<file path="config.mk">
export PLATFORM = sky130hd
export DESIGN_NAME = sysopt_reg
export DESIGN_NICKNAME = d
export VERILOG_FILES = /design/src/rtl/sysopt_pkg.sv /design/src/rtl/sysopt_lock.sv /design/src/rtl/sysopt_stopdly.sv /design/src/rtl/sysopt_irqcond.sv /design/src/rtl/sysopt_reg.sv
export SDC_FILE = /design/constraint.sdc
export NUM_CORES = 1
export LEC_CHECK = 0
export CAP_MARGIN = 20
export CORE_MARGIN = 8
export CORE_UTILIZATION = 45
export CTS_CLUSTER_SIZE = 28
export DETAILED_ROUTE_END_ITERATION = 8
export PLACE_DENSITY = 0.81
export SYNTH_ARGS = -nofsm -noshare
export SYNTH_HDL_FRONTEND = slang
export SYNTH_SLANG_ARGS = --single-unit
</file>
<file path="constraint.sdc">
create_clock -name clk -period 2.1 [get_ports clk]
set_input_delay 0.315 -clock clk [delete_from_list [all_inputs] [get_ports clk]]
set_output_delay 0.315 -clock clk [all_outputs]
set_load 0.1 [all_outputs]
</file>
<file path="src/rtl/sysopt_pkg.sv">
package sysopt_pkg;
    localparam int REG_W     = 8;
    localparam int RATE_W    = 2;
    localparam int FACTOR_W  = 2 * ((1 << RATE_W) - 1) + 1;
    localparam int BIT_IRQE  = 5;
    localparam int BIT_DLY   = 4;
    localparam int BIT_CME   = 3;
    localparam logic [REG_W-1:0] RESET_VAL = 8'h10;

    typedef enum logic {L_OPEN, L_LOCKED} lock_st_t;
    typedef enum logic [1:0] {D_IDLE, D_WAIT, D_RESUME} dly_st_t;
    typedef enum logic {I_IDLE, I_PEND} irq_st_t;
endpackage

</file>
<file path="src/rtl/sysopt_lock.sv">
module sysopt_lock #(
    parameter int WINDOW = 64
) (
    input  logic clk,
    input  logic rst_n,
    input  logic special_mode,
    input  logic wr_en,
    output logic prot_ok
);
    import sysopt_pkg::*;
    localparam int CW = (WINDOW > 1) ? $clog2(WINDOW) : 1;
    localparam logic [CW-1:0] LAST = CW'(WINDOW - 1);

    lock_st_t st_q, st_d;
    logic [CW-1:0] cnt_q;

    always_ff @(posedge clk or negedge rst_n) begin
        if (!rst_n) begin
            st_q  <= L_OPEN;
            cnt_q <= '0;
        end else begin
            st_q <= st_d;
            if (st_q == L_OPEN) cnt_q <= cnt_q + 1'b1;
        end
    end

    always_comb begin
        st_d = st_q;
        unique case (st_q)
            L_OPEN:   if (wr_en || cnt_q == LAST) st_d = L_LOCKED;
            L_LOCKED: st_d = L_LOCKED;
        endcase
    end

    always_comb begin
        prot_ok = special_mode || (st_q == L_OPEN);
    end
endmodule

</file>
<file path="src/rtl/sysopt_stopdly.sv">
module sysopt_stopdly #(
    parameter int LONG_CYC  = 4096,
    parameter int SHORT_CYC = 4
) (
    input  logic clk,
    input  logic rst_n,
    input  logic dly_en,
    input  logic stop_exit,
    output logic resume
);
    import sysopt_pkg::*;
    localparam int CW = $clog2(LONG_CYC + 1);

    dly_st_t st_q, st_d;
    logic [CW-1:0] cnt_q;

    always_ff @(posedge clk or negedge rst_n) begin
        if (!rst_n) begin
            st_q  <= D_IDLE;
            cnt_q <= '0;
        end else begin
            st_q <= st_d;
            if (st_q == D_IDLE && stop_exit)
                cnt_q <= dly_en ? CW'(LONG_CYC) : CW'(SHORT_CYC);
            else if (st_q == D_WAIT)
                cnt_q <= cnt_q - 1'b1;
        end
    end

    always_comb begin
        st_d = st_q;
        unique case (st_q)
            D_IDLE:   if (stop_exit) st_d = D_WAIT;
            D_WAIT:   if (cnt_q == CW'(1)) st_d = D_RESUME;
            D_RESUME: st_d = D_IDLE;
            default:  st_d = D_IDLE;
        endcase
    end

    always_comb begin
        resume = (st_q == D_RESUME);
    end
endmodule

</file>
<file path="src/rtl/sysopt_irqcond.sv">
module sysopt_irqcond (
    input  logic clk,
    input  logic rst_n,
    input  logic edge_sel,
    input  logic irq_n,
    input  logic irq_ack,
    output logic irq_req
);
    import sysopt_pkg::*;

    irq_st_t st_q, st_d;
    logic    pin_q;
    logic    fall;

    always_comb fall = pin_q && !irq_n;

    always_ff @(posedge clk or negedge rst_n) begin
        if (!rst_n) begin
            st_q  <= I_IDLE;
            pin_q <= 1'b1;
        end else begin
            st_q  <= st_d;
            pin_q <= irq_n;
        end
    end

    always_comb begin
        st_d = st_q;
        unique case (st_q)
            I_IDLE: if (fall) st_d = I_PEND;
            I_PEND: if (irq_ack && !fall) st_d = I_IDLE;
        endcase
    end

    always_comb begin
        irq_req = edge_sel ? (st_q == I_PEND) : !pin_q;
    end
endmodule

</file>
<file path="src/rtl/sysopt_reg.sv">
module sysopt_reg #(
    parameter int WINDOW    = 64,
    parameter int LONG_CYC  = 4096,
    parameter int SHORT_CYC = 4
) (
    input  logic                             clk,
    input  logic                             rst_n,
    input  logic                             special_mode,
    input  logic                             wr_en,
    input  logic [sysopt_pkg::REG_W-1:0]     wr_data,
    output logic [sysopt_pkg::REG_W-1:0]     rd_data,
    output logic                             irq_edge_sel,
    output logic                             stop_dly_en,
    output logic                             clkmon_en,
    output logic [sysopt_pkg::RATE_W-1:0]    wdog_rate,
    output logic [sysopt_pkg::FACTOR_W-1:0]  wdog_factor,
    input  logic                             stop_exit,
    output logic                             resume,
    input  logic                             irq_n,
    input  logic                             irq_ack,
    output logic                             irq_req
);
    import sysopt_pkg::*;

    logic                prot_ok;
    logic                irqe_q, dly_q, cme_q;
    logic [RATE_W-1:0]   rate_q;
    logic [2:0]          unused_bits;

    assign unused_bits = {wr_data[7], wr_data[6], wr_data[2]};

    sysopt_lock #(.WINDOW(WINDOW)) u_lock (
        .clk(clk), .rst_n(rst_n), .special_mode(special_mode),
        .wr_en(wr_en), .prot_ok(prot_ok)
    );

    always_ff @(posedge clk or negedge rst_n) begin
        if (!rst_n) begin
            irqe_q <= RESET_VAL[BIT_IRQE];
            dly_q  <= RESET_VAL[BIT_DLY];
            cme_q  <= RESET_VAL[BIT_CME];
            rate_q <= RESET_VAL[RATE_W-1:0];
        end else if (wr_en) begin
            cme_q <= wr_data[BIT_CME];
            if (prot_ok) begin
                irqe_q <= wr_data[BIT_IRQE];
                dly_q  <= wr_data[BIT_DLY];
                rate_q <= wr_data[RATE_W-1:0];
            end
        end
    end

    always_comb begin
        rd_data                = '0;
        rd_data[BIT_IRQE]      = irqe_q;
        rd_data[BIT_DLY]       = dly_q;
        rd_data[BIT_CME]       = cme_q;
        rd_data[RATE_W-1:0]    = rate_q;
        irq_edge_sel           = irqe_q;
        stop_dly_en            = dly_q;
        clkmon_en              = cme_q;
        wdog_rate              = rate_q;
        wdog_factor            = FACTOR_W'(1) << {rate_q, 1'b0};
    end

    sysopt_stopdly #(.LONG_CYC(LONG_CYC), .SHORT_CYC(SHORT_CYC)) u_dly (
        .clk(clk), .rst_n(rst_n), .dly_en(dly_q),
        .stop_exit(stop_exit), .resume(resume)
    );

    sysopt_irqcond u_irq (
        .clk(clk), .rst_n(rst_n), .edge_sel(irqe_q),
        .irq_n(irq_n), .irq_ack(irq_ack), .irq_req(irq_req)
    );
endmodule

</file>
=== Yosys cells after proc, flatten, opt, wreduce, memory -nomap -nowiden ===
Cells that the tools add are included.

* Reduce and logical (&&, ||, !) cells: 12
* Multiplexer cells: 12
* Bitwise operators: 2
* Add/sub/neg operators: 2
* Equality and inequality tests: 6
* Shifts and indexed selects: 1

{| class="wikitable"
|+ Operator list
! cell !! number
|-
| $mux W13 || 3
|-
| $eq A13 B1 Y1 const B || 1
|-
| $sub A13 B1 Y13 const B || 1
|-
| $shl A1 B3 Y7 const A || 1
|-
| $add A6 B1 Y6 const B || 1
|-
| $eq A6 B6 Y1 const B || 1
|-
| $mux W1 || 4
|-
| $mux W2 || 2
|-
| $ne A2 B2 Y1 const B || 2
|-
| $pmux W1 S2 || 2
|-
| $pmux W2 S2 || 1
|-
| $reduce_and A2 Y1 || 2
|-
| $logic_and A1 B1 Y1 || 3
|-
| $logic_not A1 Y1 || 3
|-
| $eq A2 B1 Y1 const B || 1
|-
| $eq A2 B2 Y1 const B || 1
|-
| $logic_not A2 Y1 || 1
|-
| $logic_or A1 B1 Y1 || 2
|-
| $not A1 Y1 || 2
|-
| $reduce_bool A2 Y1 || 1
|}

* Logic and storage cells: 45
* Flip-flop bits (word level): 29
* Input port bits: 15
* Output and inout bits: 22

=== Longest topological paths before layout ===
Gate-level depths: netlist of the first run.

* Depth in word-level cells: 6
* Mapped depth: 6
* Depth with buffers taken out: 6

=== Modules after synthesis ===
Synthesis of the first run repeated with hierarchy kept, for this count alone.

* Cells, all modules: 128
* Area, all modules: 1,477.7 um^2

{| class="wikitable"
|+ Modules (own cells, without submodules)
! module !! area each (um^2) !! seq. area each (um^2) !! instances !! cells each
|-
| sysopt_stopdly || 789.5 || 375.4 || 1 || 73
|-
| sysopt_reg || 312.8 || 126.4 || 1 || 27
|-
| sysopt_lock || 295.3 || 175.2 || 1 || 21
|-
| sysopt_irqcond || 80.1 || 51.3 || 1 || 7
|}

=== Least setup slack after synthesis of the first run ===
OpenSTA, ideal clock, no wires.

* Kind: register to output
* Start point: register irqe_q, in the netlist irq_edge_sel
* End point: output irq_req
* Required time: 1.785 ns
* Path slack: -1.249 ns
* Arrival time: 3.034 ns
* Cell stages (with the launch flop): 2
* Buffers on the path: 0
* Cells stage by stage: dfrtp_1 > o21ai_0

* Cells in the longest elaborated chain, start to end: 1

{| class="wikitable"
|+ Ends and longest elaborated chain
! what !! line !! RTL
|-
| from (decl) || sysopt_reg.sv:26 || <nowiki>logic irqe_q, dly_q, cme_q;</nowiki>
|-
| from (signal assigned) || sysopt_reg.sv:39 || <nowiki>irqe_q <= RESET_VAL[BIT_IRQE];</nowiki>
|-
| from (signal assigned) || sysopt_reg.sv:46 || <nowiki>irqe_q <= wr_data[BIT_IRQE];</nowiki>
|-
| $mux W1 || sysopt_irqcond.sv:36 || <nowiki>irq_req = edge_sel ? (st_q == I_PEND) : !pin_q;</nowiki>
|-
| to (decl) || sysopt_reg.sv:21 || <nowiki>output logic irq_req</nowiki>
|}

No other way between the ends.

=== Worst setup path in the final report of the first run ===
* Start point: register u_dly.cnt_q[0]
* End point: register u_dly.cnt_q[8]

* Cells in the longest elaborated chain, start to end: 3

{| class="wikitable"
|+ Ends and longest elaborated chain
! what !! line !! RTL
|-
| from (decl) || sysopt_stopdly.sv:15 || <nowiki>logic [CW-1:0] cnt_q;</nowiki>
|-
| from (signal assigned) || sysopt_stopdly.sv:24 || <nowiki>cnt_q <= dly_en ? CW'(LONG_CYC) : CW'(SHORT_CYC);</nowiki>
|-
| from (signal assigned) || sysopt_stopdly.sv:26 || <nowiki>cnt_q <= cnt_q - 1'b1;</nowiki>
|-
| $sub A13 B1 Y13 || sysopt_stopdly.sv:26 ||
|-
| $mux W13 || sysopt_stopdly.sv:25 || <nowiki>else if (st_q == D_WAIT)</nowiki>
|-
| $mux W13 || sysopt_stopdly.sv:23 || <nowiki>if (st_q == D_IDLE && stop_exit)</nowiki>
|}

No other way between the ends. The select of a mux whose other input is x is not followed.
A chain may end at the register's enable or synchronous reset.

==> reports/summary.json, run 1 <==
{
  "status": "finished, final reports clean",
  "powerDensity_nw_per_um2": 915,
  "min_period_over_period_pct": 83.8,
  "finalClockSkew_ns": 0.00620,
  "htreeDepth": 2,
  "clock-sinks": 29,
  "worst-setup-path-type": "reg -> reg",
  "final_core_utilization_pct": 56.4,
  "regToRegEndpoint": "u_dly.cnt_q[8]",
  "hold_buf_cts": 0,
  "period_needed_ns": 1.76,
  "synth_sequential_area_ratio_pct": 50.0,
  "drt.antenna.violating_nets": 0,
  "final-max-slew-violation-count": 0,
  "final_common_cell": "sky130_fd_sc_hd__dfrtp_1",
  "track_usage_pct": 11.4,
  "report.final.setup_viol": 0,
  "clk_latency_ns": 0.32,
  "detailedRoute.firstIterationViolations": 50,
  "class_of_the_most_critical_hold_timing_path": "in -> async",
  "synthCells": 131,
  "reg2reg_depth": 6,
  "syn_area_per_cell_sq_um": 11.1,
  "n_antenna_cell": 0,
  "netlist-cell-type-count": 38,
  "cts_resized": 0,
  "layoutNonFillerInstCount": 202,
  "worst_setup_path_start_kind": "flop",
  "port_buffers": 27,
  "initial_core_util_pct": 47.3,
  "synth.cell_area_sq_um": 1460,
  "yosys_register_bits": 29,
  "post_synth_and_or_nand_nor_area_fraction_pct": 16.3,
  "setup.worst_path.start": "u_dly.cnt_q[0]",
  "design.die.area_sq_um": 5310,
  "post_cts.repair.setup_buffers": 0,
  "clkSlewWorstSetupHoldPaths_ns": 0.09,
  "area_delta_synth_final_pct": 19.3,
  "vias_per_cell": 5.01,
  "synth_compound_area_share_pct": 10.8,
  "crit_path_max_fanout": 5,
  "final_worst_setup_slack_ns": 0.340,
  "routed_wire_length_per_instance_um": 13.4,
  "clock_tree_from_tritoncts": "done",
  "die_w_um": 72.9,
  "commonest_cells_after_routing_fill_and_taps_aside": "sky130_fd_sc_hd__dfrtp_1, sky130_fd_sc_hd__buf_4, sky130_fd_sc_hd__clkdlybuf4s50_1",
  "final_net_count": 176,
  "fmax_ghz": 0.568,
  "synthAdderAreaFrac_pct": 2.58,
  "first_global_vias": 1026,
  "drt_first_pass_iters": 4,
  "remaining_drc_errors": 0,
  "drv_cap": 0,
  "timing.final.hold_violations": 0,
  "placed_cells": 195,
  "worst_flop_to_flop_path_startpoint": "u_dly.cnt_q[0]",
  "layout_cell_share_with_drive_strength_beyond_1_pct": 27.8,
  "design.core.area_sq_um": 3080,
  "grt_pass1_wl_um": 4640,
  "number_of_antenna_violations_at_the_first_check_in_global_routing": 0,
  "timing.critical_path.to_type": "flop",
  "main_combinational_cell_family_by_area_after_synthesis": "simple AND/OR/NAND/NOR gates",
  "cts-root-buf": "sky130_fd_sc_hd__clkbuf_4",
  "std_cell_rows": 20,
  "tritoncts.num_buffers": 5,
  "route.final.wire_length_um": 2710,
  "post-dp-hpwl_um": 2070,
  "required_time_at_the_worst_slack_endpoint_ns": 2.34,
  "num_ports": 37,
  "final_total_negative_setup_slack_ns": 0,
  "ir_drop_v": 0.000444,
  "power.leakage_nw": 0.773,
  "cts.path.max_buffers": 2,
  "synth_xor_xnor_area_share_pct": 3.01,
  "dieHeight_um": 72.9,
  "warning_count_from_the_yosys_run": 0,
  "worst-endpoint-arrival_ns": 2.00,
  "grt_max_degree": 30,
  "overflow": 0,
  "rsz_0062_raised_after_global_routing": "false",
  "r2r_setup_slk_ns": 0.34,
  "dp_slack_ns": 0.199,
  "yosys-mux-area-fraction_pct": 7.39,
  "route.vias.total": 1013,
  "place_congestion": 0.775
}
metal layers:
metal / share of wire [%] / GRT usage (%) / up-vias
li1: - / - / 501
met1: 42 / 11.8 / 487
met2: 50 / 19.1 / 20
met3: 5.0 / 4.95 / 5
met4: 2.1 / 6.22 / 0
met5: 0 / 0 / -
worst max path at each step:
stage / endpoint / slack, ns / cells after the start
floorplan: wdog_factor[2] / -0.19 / 1
detailed placement: u_dly.cnt_q[12] / 0.20 / 5
global placement: u_dly.cnt_q[12] / 0.27 / 5
finish: u_dly.cnt_q[8] / 0.34 / 6
global route: u_dly.cnt_q[8] / 0.23 / 6
CTS: u_dly.cnt_q[8] / 0.32 / 6
registers in the layout (all words and copies together) (netlist names):
name          cells
u_dly.cnt_q      13
u_lock.cnt_q      6
u_dly.st_q        2
wdog_rate         2
clkmon_en         1
irq_edge_sel      1
stop_dly_en       1
u_irq.pin_q       1
u_irq.st_q        1
u_lock.st_q       1
synthesized netlist by cell type:
cell                         n  area, sq um
sky130_fd_sc_hd__dfrtp_1    27          676
sky130_fd_sc_hd__buf_4      11         82.6
sky130_fd_sc_hd__nand2_1     9         33.8
sky130_fd_sc_hd__o21ai_0     8         40.0
sky130_fd_sc_hd__inv_1       7         26.3
sky130_fd_sc_hd__mux2_2      6         67.6
sky130_fd_sc_hd__nand3_1     6         30.0
sky130_fd_sc_hd__nor2_1      6         22.5
sky130_fd_sc_hd__mux2i_1     4         40.0
sky130_fd_sc_hd__nor2b_1     4         25.0
sky130_fd_sc_hd__xnor2_1     4         35.0
sky130_fd_sc_hd__ha_1        3         37.5
sky130_fd_sc_hd__o211ai_1    3         22.5
sky130_fd_sc_hd__o31ai_1     3         22.5
sky130_fd_sc_hd__a31oi_1     2         12.5
sky130_fd_sc_hd__buf_6       2         22.5
sky130_fd_sc_hd__clkbuf_1    2         7.51
sky130_fd_sc_hd__dfstp_2     2         52.6
sky130_fd_sc_hd__o22ai_1     2         12.5
sky130_fd_sc_hd__o41ai_1     2         17.5
sky130_fd_sc_hd__a21oi_1     1         5.00
sky130_fd_sc_hd__and2_1      1         6.26
sky130_fd_sc_hd__and2b_1     1         7.51
sky130_fd_sc_hd__conb_1      1         3.75
sky130_fd_sc_hd__nand2b_1    1         6.26
sky130_fd_sc_hd__nand2b_4    1         13.8
sky130_fd_sc_hd__nand4_1     1         6.26
sky130_fd_sc_hd__nand4bb_1   1         11.3
sky130_fd_sc_hd__nor3_2      1         10.0
sky130_fd_sc_hd__nor4_1      1         6.26
sky130_fd_sc_hd__nor4_4      1         21.3
sky130_fd_sc_hd__nor4bb_1    1         10.0
sky130_fd_sc_hd__o311ai_0    1         8.76
sky130_fd_sc_hd__o311ai_2    1         16.3
sky130_fd_sc_hd__or3b_2      1         8.76
sky130_fd_sc_hd__or4_1       1         7.51
sky130_fd_sc_hd__or4_4       1         11.3
sky130_fd_sc_hd__xor2_1      1         8.76
critical path, cell delays in order (launching register included):
cell	delay, ns
sky130_fd_sc_hd__dfrtp_1	0.43
sky130_fd_sc_hd__inv_1	0.07
sky130_fd_sc_hd__ha_1	0.19
sky130_fd_sc_hd__nand4bb_1	0.16
sky130_fd_sc_hd__or4_1	0.49
sky130_fd_sc_hd__nor3_2	0.15
sky130_fd_sc_hd__mux2i_1	0.20
final cells by class:
type | instances | area, sq um
clock buffers | 7 | 55.1
fillers | 271 | 1340
inverters | 7 | 26.3
multi-input cells | 85 | 619
flip-flops and latches | 29 | 728
well taps | 44 | 55.1
repair buffers | 30 | 253
metrics by stage:
step,power [mW],area (sq um),hold slack [ns]
2_1_floorplan,1.17,1490,0.0194
3_3_place_gp,1.26,1680,0.462
3_5_place_dp,1.27,1680,0.460
4_1_cts,1.61,1740,0.365
5_1_grt,1.67,1740,0.369
6_report,1.59,1740,0.361
logic make-up (layout without fill, tap and decap cells):
logic type	Yosys count	count (layout)
AOI/OAI and AO/OA	23	23
xor gates and xnor gates	5	5
adders and majority gates	3	3
buffers and inverters	22	44
DFF	29	29
muxes	10	10
other	1	6
and+or+nand+nor	38	38
power breakdown:
group,switching (mW),internal (mW),total (mW),leakage (nW)
Sequential,0.0836,0.612,0.696,0.336
Combinational,0.426,0.131,0.557,0.405
Clock,0.179,0.158,0.337,0.0314
Total,0.689,0.901,1.59,0.773
(Power assumes the default switching activity.)
==> run 2, diff against run 1 <==
- CORE_UTILIZATION: 45 -> 43
- clock period: 2.1 -> 1.6 ns (I/O delays scaled with it)
==> run 2 against run 1 <==
Against the previous run:
- critical path type unchanged
- power is 50% higher
- global-route usage rose by 1.1 points
- fmax increased by 8.3%
- non-clock buffer count rose by 14
- flip-flop and latch count stayed put
- die area increased by 3.6%
- clock skew up 0.0017 ns
- via count is 9.8% higher
- clock power up 35%
- largest power group is now combinational cells
- design area rose by 25%
- the run now ends with negative setup slack left
- sequential power rose by 33%
==> reports/summary.json, run 2 (synthesis gave the netlist of run 1 again) <==
{
  "status": "complete, but fails checks",
  "violated_checks": "negative setup slack",
  "finalClockSkew_ns": 0.00794,
  "fillers": 226,
  "layoutNonFillerInstCount": 220,
  "detailedRoute.firstIterationViolations": 35,
  "post-dp-hpwl_um": 2550,
  "n_antenna_cell": 0,
  "class_of_the_most_critical_hold_timing_path": "in -> async",
  "htreeDepth": 2,
  "remaining_drc_errors": 0,
  "grt_max_degree": 30,
  "number_of_antenna_violations_at_the_first_check_in_global_routing": 0,
  "required_time_at_the_worst_slack_endpoint_ns": 1.85,
  "timing.critical_path.to_type": "flop",
  "drv_cap": 0,
  "tritoncts.num_buffers": 5,
  "place_congestion": 0.714,
  "design.core.area_sq_um": 3280,
  "fin_area_sq_um": 2170,
  "report.final.setup_viol": 1,
  "route.vias.total": 1112,
  "worst_setup_path_start_kind": "flop",
  "largest_register_ffs": 13,
  "placed_cells": 209,
  "clk_latency_ns": 0.33,
  "final_worst_setup_slack_ns": -0.0245,
  "vias_per_cell": 5.05,
  "final_common_cell": "sky130_fd_sc_hd__dfrtp_1",
  "routed_wire_length_per_instance_um": 15.1,
  "path_cells": "inv_2 > ha_4 > nand4bb_4 > or4_4 > nor3_4 > mux2i_1",
  "powerDensity_nw_per_um2": 1100,
  "worst_path_max_delay_cell": "sky130_fd_sc_hd__or4_4",
  "worst_flop_to_flop_path_startpoint": "u_dly.cnt_q[1]",
  "commonest_cells_after_routing_fill_and_taps_aside": "sky130_fd_sc_hd__dfrtp_1, sky130_fd_sc_hd__buf_12, sky130_fd_sc_hd__buf_4",
  "initial_core_util_pct": 44.3,
  "drt_first_pass_iters": 4,
  "first_global_vias": 1130,
  "fmax_ghz": 0.616,
  "timing.final.hold_violations": 0,
  "placement.cell_area_sq_um": 2020,
  "hold_buf_cts": 0,
  "crit_path_max_fanout": 2,
  "ir_drop_v": 0.000554,
  "final_net_count": 191,
  "grt_pass1_wl_um": 5230,
  "largest-register": "u_dly.cnt_q",
  "cts.path.max_buffers": 2,
  "clock_tree_from_tritoncts": "done",
  "port_buffers": 27,
  "layout_cell_share_with_drive_strength_beyond_1_pct": 41.4,
  "die_w_um": 74.2,
  "period_needed_ns": 1.62,
  "clock-sinks": 29,
  "num_ports": 37,
  "area_delta_synth_final_pct": 48.9,
  "std_cell_rows": 21,
  "overflow": 0,
  "r2r_setup_slk_ns": -0.02,
  "min_period_over_period_pct": 102,
  "totalPowerFinal_mw": 2.39,
  "drt.antenna.violating_nets": 0,
  "cp_slowest_stage_delay_ns": 0.47,
  "worst-setup-path-type": "reg -> reg",
  "cts-root-buf": "sky130_fd_sc_hd__clkbuf_4",
  "route.final.wire_length_um": 3330,
  "power.leakage_nw": 0.936,
  "reg2reg_depth": 6,
  "regToRegEndpoint": "u_dly.cnt_q[8]",
  "final-max-slew-violation-count": 0,
  "design.die.area_sq_um": 5500,
  "track_usage_pct": 12.6,
  "biggestRegsByFlops": "u_dly.cnt_q (13), u_lock.cnt_q (6)",
  "dieHeight_um": 74.2,
  "worst-endpoint-arrival_ns": 1.87,
  "final_core_utilization_pct": 66.0,
  "final_total_negative_setup_slack_ns": -0.0245,
  "clkSlewWorstSetupHoldPaths_ns": 0.09,
  "rsz_0062_raised_after_global_routing": "true"
}
## run 2: layout make-up
class	count	area, sq um	share of cell area, %
repair buffers	44	566	26.1
inverters	7	26.3	1.21
flip-flops and latches	29	737	34.0
well taps	46	57.6	2.66
multi-input cells	86	722	33.3
clock buffers	8	58.8	2.71
## run 2: power breakdown
part / switching (mW) / total [mW] / internal, mW / leakage [nW]
clock network: 0.237 / 0.454 / 0.216 / 0.0326
registers: 0.119 / 0.929 / 0.810 / 0.333
logic: 0.623 / 1.01 / 0.386 / 0.570
## run 2: metal layers
layer  share of wire [%]  global-route usage [%]
met4                 1.3                    4.66
met1                  39                    12.8
met3                 8.6                    5.39
met2                  51                    22.3
met5                   0                       0
## run 2: worst max-delay path: cells and delay by family (launching register included)
| family | cells | cell delay, ns |
|---|---|---|
| flops | 1 | 0.40 |
| buf+inv | 1 | 0.08 |
| fa+ha+maj | 1 | 0.14 |
| mux | 1 | 0.19 |
| simple gates | 3 | 0.73 |
## run 2: worst max path at each step
stage,start,endpoint,cells after the start
2_1_floorplan,u_dly.cnt_q[0],u_dly.cnt_q[8],6
3_3_place_gp,stop_exit,u_dly.cnt_q[12],5
3_5_place_dp,stop_exit,u_dly.cnt_q[12],5
4_1_cts,u_dly.cnt_q[0],u_dly.cnt_q[8],6
5_1_grt,u_dly.cnt_q[1],u_dly.cnt_q[8],6
6_report,u_dly.cnt_q[1],u_dly.cnt_q[8],6
## run 2: through the flow
step / hold slack [ns] / worst slack [ns]
floorplan: -0.0556 / -0.0685
global placement: 0.457 / -0.127
detailed placement: 0.458 / -0.281
CTS: 0.298 / -0.0694
global route: 0.316 / -0.0865
finish: 0.284 / -0.0245
## run 2: timing repair
action                                  CTS  global route
buffers inserted                          1             2
cloned                                    0             1
endpoints found under the setup margin    6             9
gates resized for setup                   5            10
hold endpoints to repair                  0             0
pin swaps                                 1             7
==> run 3, diff against run 2 <==
- CTS_CLUSTER_DIAMETER: unset -> 100
==> results of run 3 <==
The final DEF is identical to that of run 2; final timing and power are the same.
